--- src/rtl/trig_seq_pkg.sv ---
package trig_seq_pkg;

    typedef enum logic [2:0] {
        CF_AND  = 3'd0,
        CF_NAND = 3'd1,
        CF_OR   = 3'd2,
        CF_NOR  = 3'd3,
        CF_XOR  = 3'd4,
        CF_XNOR = 3'd5,
        CF_OFF6 = 3'd6,
        CF_OFF7 = 3'd7
    } cond_fn_e;

    typedef enum logic [1:0] {
        PH_IDLE  = 2'd0,
        PH_SEEK  = 2'd1,
        PH_FIRED = 2'd2
    } seq_phase_e;

    // action bit positions above the limit field
    localparam int ACT_TRIG   = 0;
    localparam int ACT_ADV    = 1;
    localparam int ACT_T0_ON  = 2;
    localparam int ACT_T0_OFF = 3;
    localparam int ACT_T1_ON  = 4;
    localparam int ACT_T1_OFF = 5;
    localparam int ACT_W      = 6;

    // condition slots
    localparam int SLOT_ADV   = 0;
    localparam int SLOT_DIV   = 1;
    localparam int SLOT_STORE = 2;
    localparam int NSLOT      = 3;

endpackage

--- src/rtl/trig_cond_eval.sv ---
module trig_cond_eval
    import trig_seq_pkg::*;
#(
    parameter int NT = 8
) (
    input  logic [NT-1:0] terms,
    input  logic [NT-1:0] mask,
    input  logic [2:0]    fn,
    output logic          match
);
    logic [NT-1:0] sel;
    logic all_set, any_set, parity;

    always_comb begin
        sel     = terms & mask;
        all_set = &(sel | ~mask);
        any_set = |sel;
        parity  = ^sel;
        unique case (cond_fn_e'(fn))
            CF_AND:  match = all_set;
            CF_NAND: match = ~all_set;
            CF_OR:   match = any_set;
            CF_NOR:  match = ~any_set;
            CF_XOR:  match = parity;
            CF_XNOR: match = ~parity;
            default: match = 1'b0;
        endcase
    end

    // an empty selection reduces to fixed values
    always_comb begin
        if (mask == '0 && fn == 3'(CF_OR)) assert (!match) else $error("p_empty_or_r3");
        if (mask == '0 && fn == 3'(CF_AND)) assert (match) else $error("p_empty_and_r3");
    end
endmodule

--- src/rtl/trig_cfg_store.sv ---
module trig_cfg_store
    import trig_seq_pkg::*;
#(
    parameter int NT = 8,
    parameter int NS = 16,
    parameter int CW = 20,
    parameter int SW = 4,
    parameter int DW = 26
) (
    input  logic                    clk,
    input  logic                    rst_n,
    input  logic                    wr_en,
    input  logic [SW+1:0]           wr_addr,
    input  logic [DW-1:0]           wr_data,
    input  logic [SW-1:0]           rd_state,
    output logic [NSLOT-1:0][NT-1:0] cond_mask,
    output logic [NSLOT-1:0][2:0]    cond_fn,
    output logic [SW-1:0]           div_target,
    output logic [CW-1:0]           limit,
    output logic [ACT_W-1:0]        actions
);
    localparam int CondW = NT + 3;

    logic [CondW-1:0] cond_q [NSLOT][NS];
    logic [SW-1:0]    tgt_q  [NS];
    logic [CW-1:0]    lim_q  [NS];
    logic [ACT_W-1:0] act_q  [NS];

    logic [1:0]    wr_field;
    logic [SW-1:0] wr_state;
    assign wr_field = wr_addr[1:0];
    assign wr_state = wr_addr[SW+1:2];

    always_ff @(posedge clk) begin
        if (!rst_n) begin
            for (int s = 0; s < NS; s++) begin
                for (int c = 0; c < NSLOT; c++) cond_q[c][s] <= {3'(CF_OFF6), {NT{1'b0}}};
                tgt_q[s] <= '0;
                lim_q[s] <= '0;
                act_q[s] <= '0;
            end
        end else if (wr_en) begin
            if (wr_field == 2'd3) begin
                lim_q[wr_state] <= wr_data[CW-1:0];
                act_q[wr_state] <= wr_data[CW+ACT_W-1:CW];
            end else begin
                cond_q[wr_field][wr_state] <= wr_data[CondW-1:0];
                if (wr_field == 2'd1) tgt_q[wr_state] <= wr_data[CondW+SW-1:CondW];
            end
        end
    end

    for (genvar g = 0; g < NSLOT; g++) begin : g_slot
        assign cond_mask[g] = cond_q[g][rd_state][NT-1:0];
        assign cond_fn[g]   = cond_q[g][rd_state][CondW-1:NT];
    end
    assign div_target = tgt_q[rd_state];
    assign limit      = lim_q[rd_state];
    assign actions    = act_q[rd_state];
endmodule

--- src/rtl/trig_sequencer.sv ---
module trig_sequencer
    import trig_seq_pkg::*;
#(
    parameter int NUM_TERMS  = 8,
    parameter int NUM_STATES = 16,
    parameter int CNT_W      = 20,
    localparam int SW = $clog2(NUM_STATES),
    localparam int AW = SW + 2,
    localparam int DW = (CNT_W + ACT_W > NUM_TERMS + 3 + SW) ? CNT_W + ACT_W : NUM_TERMS + 3 + SW
) (
    input  logic                 clk,
    input  logic                 rst_n,
    input  logic                 arm,
    input  logic                 cfg_wr_en,
    input  logic [AW-1:0]        cfg_wr_addr,
    input  logic [DW-1:0]        cfg_wr_data,
    input  logic [NUM_TERMS-1:0] terms,
    output logic                 trig_out,
    output logic                 capture_en,
    output logic [1:0]           timer_start,
    output logic [1:0]           timer_stop,
    output logic [SW-1:0]        seq_state
);
    seq_phase_e phase_q, phase_d;
    logic [SW-1:0]    state_q, state_d;
    logic [CNT_W-1:0] occ_q, occ_d;
    logic [CNT_W:0]   occ_next;

    logic [NSLOT-1:0][NUM_TERMS-1:0] cond_mask;
    logic [NSLOT-1:0][2:0]           cond_fn;
    logic [NSLOT-1:0]                match;
    logic [SW-1:0]    div_target;
    logic [CNT_W-1:0] limit;
    logic [ACT_W-1:0] act;
    logic active, adv_now, div_now, full_hit;
    logic [SW-1:0] step_plus;

    trig_cfg_store #(.NT(NUM_TERMS), .NS(NUM_STATES), .CW(CNT_W), .SW(SW), .DW(DW)) u_store (
        .clk(clk), .rst_n(rst_n), .wr_en(cfg_wr_en), .wr_addr(cfg_wr_addr),
        .wr_data(cfg_wr_data), .rd_state(state_q), .cond_mask(cond_mask),
        .cond_fn(cond_fn), .div_target(div_target), .limit(limit), .actions(act)
    );

    for (genvar g = 0; g < NSLOT; g++) begin : g_cond
        trig_cond_eval #(.NT(NUM_TERMS)) u_eval (
            .terms(terms), .mask(cond_mask[g]), .fn(cond_fn[g]), .match(match[g])
        );
    end

    assign active    = (phase_q != PH_IDLE);
    assign adv_now   = active && match[SLOT_ADV];
    assign div_now   = active && match[SLOT_DIV];
    assign occ_next  = {1'b0, occ_q} + 1'b1;
    assign full_hit  = adv_now && (occ_next >= {1'b0, limit});
    assign step_plus = (state_q == SW'(NUM_STATES - 1)) ? '0 : state_q + 1'b1;

    // next-state logic
    always_comb begin
        phase_d = phase_q;
        state_d = state_q;
        occ_d   = occ_q;
        if (arm) begin
            phase_d = PH_SEEK;
            state_d = '0;
            occ_d   = '0;
        end else begin
            unique case (phase_q)
                PH_IDLE: ;
                PH_SEEK, PH_FIRED: begin
                    if (full_hit) begin
                        if (act[ACT_TRIG]) phase_d = PH_FIRED;
                        if (act[ACT_ADV])  state_d = step_plus;
                        occ_d = '0;
                    end else if (div_now) begin
                        state_d = div_target;
                        occ_d   = '0;
                    end else if (adv_now) begin
                        occ_d = occ_next[CNT_W-1:0];
                    end
                end
                default: phase_d = PH_IDLE;
            endcase
        end
    end

    // state register
    always_ff @(posedge clk) begin
        if (!rst_n) begin
            phase_q <= PH_IDLE;
            state_q <= '0;
            occ_q   <= '0;
        end else begin
            phase_q <= phase_d;
            state_q <= state_d;
            occ_q   <= occ_d;
        end
    end

    // outputs
    always_comb begin
        trig_out    = (phase_q == PH_FIRED);
        seq_state   = state_q;
        timer_start = full_hit ? {act[ACT_T1_ON],  act[ACT_T0_ON]}  : 2'b00;
        timer_stop  = full_hit ? {act[ACT_T1_OFF], act[ACT_T0_OFF]} : 2'b00;
        unique case (phase_q)
            PH_SEEK:  capture_en = match[SLOT_STORE];
            PH_FIRED: capture_en = 1'b1;
            default:  capture_en = 1'b0;
        endcase
    end

    p_idle_quiet_r1: assert property (@(posedge clk) disable iff (!rst_n)
        (phase_q == PH_IDLE) |-> (!capture_en && timer_start == 2'b00 && timer_stop == 2'b00));
    p_arm_home_r1: assert property (@(posedge clk) disable iff (!rst_n)
        arm |=> (seq_state == '0 && !trig_out && occ_q == '0));
    p_occ_clear_r5: assert property (@(posedge clk) disable iff (!rst_n)
        (state_d != state_q) |=> (occ_q == '0));
    p_adv_wrap_r6: assert property (@(posedge clk) disable iff (!rst_n)
        (full_hit && act[ACT_ADV] && !arm) |=>
        (seq_state == (($past(seq_state) == SW'(NUM_STATES - 1)) ? '0 : $past(seq_state) + 1'b1)));
    p_hit_wins_r8: assert property (@(posedge clk) disable iff (!rst_n)
        (full_hit && !act[ACT_ADV] && !arm) |=> $stable(seq_state));
    p_cap_forced_r9: assert property (@(posedge clk) disable iff (!rst_n)
        trig_out |-> capture_en);
    p_trig_sticky_r10: assert property (@(posedge clk) disable iff (!rst_n)
        (trig_out && !arm) |=> trig_out);
    p_pulse_only_hit_r11: assert property (@(posedge clk) disable iff (!rst_n)
        (timer_start != 2'b00 || timer_stop != 2'b00) |-> adv_now);
endmodule

--- config.mk ---
export PLATFORM = sky130hd
export DESIGN_NAME = trig_sequencer
export DESIGN_NICKNAME = d
export VERILOG_FILES = /design/src/rtl/trig_seq_pkg.sv /design/src/rtl/trig_cond_eval.sv /design/src/rtl/trig_cfg_store.sv /design/src/rtl/trig_sequencer.sv
export SDC_FILE = /design/constraint.sdc
export NUM_CORES = 2
export LEC_CHECK = 0
export BUFFER_PORTS_ARGS = -buffer_cell sky130_fd_sc_hd__buf_2
export CAP_MARGIN = 20
export CORE_MARGIN = 10
export CORE_UTILIZATION = 60
export DETAILED_ROUTE_END_ITERATION = 12
export PLACE_DENSITY = 0.76
export REMOVE_ABC_BUFFERS = 1
export SYNTH_ARGS = -nofsm -noshare
export SYNTH_HDL_FRONTEND = slang
export SYNTH_SLANG_ARGS = --single-unit
--- constraint.sdc ---
create_clock -name clk -period 6.95 [get_ports clk]
set_clock_uncertainty 0.1 [all_clocks]
set_input_delay 1.0425 -clock clk [delete_from_list [all_inputs] [get_ports clk]]
set_output_delay 1.0425 -clock clk [all_outputs]
set_load 0.02 [all_outputs]
==> results.json <==
{
  "outcome": "finished clean",
  "port_buffers": 53,
  "met3_length_um": 12800,
  "grt_pass1_wl_um": 193000,
  "grt_usage_pct": 27.7,
  "final.period_utilization_pct": 91.8,
  "place_hpwl_um": 77100,
  "die_area_um2": 93400,
  "drt_wl_total_um": 130000,
  "clk-insertion-delay-late_ns": 0.68,
  "finalPower_w": 0.0137,
  "clk_pin_slew_worst_paths_ns": 0.06,
  "ir_drop_uv": 198,
  "worst_slew_pin_slew_ns": 1.11,
  "drt_pre_antenna_iters": 7,
  "rsz0062_at_grt": "false",
  "worstPathRequired_ns": 5.81,
  "cts_buffers": 104,
  "drv_slew": 0,
  "slowest_stage": "dfxtp_4",
  "start_util_pct": 60.7,
  "drive_above_1_share_pct": 19.2,
  "finalHoldViolations": 0,
  "gp_congestion": 0.891,
  "crit_chain": "buf_4 > mux4_2 > mux4_2 > inv_1 > ha_1 > and4_1 > o211ai_1 > o21ai_0 > a21oi_1 > or3_1 > a21o_2 > nor2b_1 > buf_2",
  "grt_remaining_overflow": 0,
  "cts_max_path_buffers": 3,
  "dr_total_vias": 29300,
  "synth_edf_count": 1008,
  "root_buffer": "clkbuf_16",
  "final_util_pct": 66.8,
  "critPathMostFrequentCell": "mux4_2",
  "worstPathMaxFanout": 33,
  "crit_arrival_ns": 5.24,
  "wirelength_met1_um": 48000,
  "top_layer": "met4",
  "path_class": "flop to output pin",
  "syn_area_um2": 48900,
  "drc": 0,
  "fin_area_um2": 53900,
  "postCtsSetupRepairBufs": 0,
  "dr_wl_met2_um": 64000,
  "grt_max_degree": 81,
  "p_per_area_nw_per_um2": 253,
  "die_w_um": 306,
  "ant_nets": 0,
  "synth_seq_cells": 1038,
  "rows": 104,
  "grt_pass1_vias": 29700,
  "core_um2": 80700,
  "wl_per_cell_um": 29.2,
  "drv_cap": 0,
  "antenna_found_initial": 4,
  "synthToLayoutAreaGrowth_pct": 10.2,
  "hold_path_class": "flop to flop",
  "cts_hold_buf": 0,
  "clkSinkCount": 1038,
  "die_h_um": 306,
  "drt_iter0_drc": 4253,
  "fmax_mhz": 157,
  "top_level_ports": 54,
  "slowest_delay_ns": 0.78,
  "htree_levels": 3,
  "p_leak_nw": 18.2,
  "start_kind": "flop",
  "period_needed_ns": 6.38,
  "via_per_inst": 6.59,
  "nets": 3371,
  "ys_async_sr_fraction_pct": 0,
  "multi_input_area_um2": 17000,
  "ys.flop_type": "edfxtp_1",
  "synth_cell_types": 71,
  "cts_tree": "done",
  "seqCellArea_um2": 30900,
  "finalSetupViolCount": 0,
  "yosysWarnings": 0,
  "ys_seq_area_share_pct": 63.1,
  "worstSetupEndpointType": "output pin",
  "relSlewSlack_pct": 25.6,
  "avgSynthCellArea_um2": 14.8,
  "cts.repair.resized": 0,
  "reg2reg_slack_ns": 1.57,
  "place_area_um2": 50500,
  "synthCells": 3300,
  "fill_cells": 5366
}
-- layer usage --
metal  vias up  global-route usage (%)
met4         0                    11.1
met1     14900                    36.5
li1      12200                       -
met5         -                       0
met3       321                    4.36
met2      1827                    45.9
-- worst max-delay path: cells and delay by family (launching register included) --
kind | cells | cell delay, ns
compound gates | 4 | 1.11
mux | 2 | 1.05
flops | 1 | 0.78
simple gates | 3 | 0.75
buf+inv | 3 | 0.73
fa+ha+maj | 1 | 0.13
-- layout make-up --
class                      instances  share of cell area [%]
timing repair buffer             168                    2.26
antenna                            8                  0.0371
inverter                          36                   0.251
multi-input combinational       1942                    31.5
clock inverter                    61                    1.04
sequential                      1038                    57.3
clock buffer                     132                    5.19
tap                             1060                    2.46
-- synthesized netlist by cell type (6+ instances only) --
cell type / number / area, µm²
or3_1: 103 / 644
inv_1: 36 / 135
nand2_1: 74 / 278
a21oi_1: 22 / 110
a21bo_2: 9 / 90.1
xnor2_1: 18 / 158
a22oi_1: 31 / 233
o211ai_1: 9 / 67.6
nand3_1: 29 / 145
buf_2: 19 / 95.1
nor2_1: 95 / 357
edfxtp_1: 1008 / 30300
a21o_1: 12 / 90.1
and2_1: 917 / 5740
mux2_2: 22 / 248
mux2i_1: 65 / 651
buf_1: 28 / 105
nand2b_1: 18 / 113
nor3_1: 6 / 30.0
clkbuf_1: 211 / 792
o21ai_0: 99 / 495
mux4_1: 10 / 263
o22ai_1: 6 / 37.5
nor2b_1: 19 / 119
buf_6: 10 / 113
ha_1: 37 / 463
buf_4: 12 / 90.1
mux4_2: 247 / 5560
dfxtp_1: 30 / 601
nand4_1: 9 / 56.3
-- layout by cell type, fill, tap and decap left out, drive strengths merged, types with 9 or more instances in the layout --
| cell type | n |
|---|---|
| a21bo | 9 |
| a21o | 13 |
| a21oi | 22 |
| a22oi | 31 |
| and2 | 918 |
| buf | 168 |
| bufinv | 9 |
| clkbuf | 132 |
| clkinv | 46 |
| dfxtp | 30 |
| edfxtp | 1008 |
| ha | 37 |
| inv | 40 |
| mux2 | 22 |
| mux2i | 65 |
| mux4 | 257 |
| nand2 | 74 |
| nand2b | 18 |
| nand3 | 29 |
| nand4 | 9 |
| nor2 | 96 |
| nor2b | 19 |
| o211ai | 9 |
| o21ai | 100 |
| or3 | 103 |
| xnor2 | 18 |
-- power breakdown --
| part | switching, W | internal, W |
|---|---|---|
| logic | 0.000523 | 0.000290 |
| registers | 0.000105 | 0.00716 |
| clock network | 0.00239 | 0.00318 |
-- registers in the layout (all words and copies together), names as in the netlist, named ones only --
name	cells
u_store.cond_q	528
u_store.lim_q	320
u_store.act_q	96
u_store.tgt_q	64
occ_q	20
seq_state	4
phase_q	2
-- logic make-up (layout without fill, tap and decap cells) --
kind of cell / count (synthesis) / in the layout / share of synthesized area (%)
buf+inv: 320 / 397 / 2.87
mux: 344 / 344 / 13.7
other cells: 0 / 8 / 0
flops: 1038 / 1038 / 63.1
fa+ha+maj: 37 / 37 / 0.946
xor+xnor: 22 / 22 / 0.394
simple gates: 1292 / 1292 / 15.6
compound gates: 247 / 247 / 3.36
-- through the flow --
| step | cells | hold WS (ns) | setup WS [ns] | TNS (ns) |
|---|---|---|---|---|
| 6_report | 4445 | 0.412 | 0.572 | 0 |
| 3_3_place_gp | 4241 | 0.385 | 1.32 | 0 |
| 5_1_grt | 4442 | 0.433 | 0.306 | 0 |
| 2_1_floorplan | 3016 | 0.375 | -2.07 | -55.60 |
| 3_5_place_dp | 4241 | 0.398 | 1.24 | 0 |
| 4_1_cts | 4434 | 0.413 | 0.520 | 0 |
-- worst paths after layout --
kind	start	to	cells past startpoint
setup reg to reg	flop	phase_q[0]	14
setup / recovery	flop	timer_stop[1]	13
hold / removal	occ_q[1]	occ_q[1]	1
hold reg to reg	occ_q[1]	occ_q[1]	1
Power figures use the tool's default switching activity.
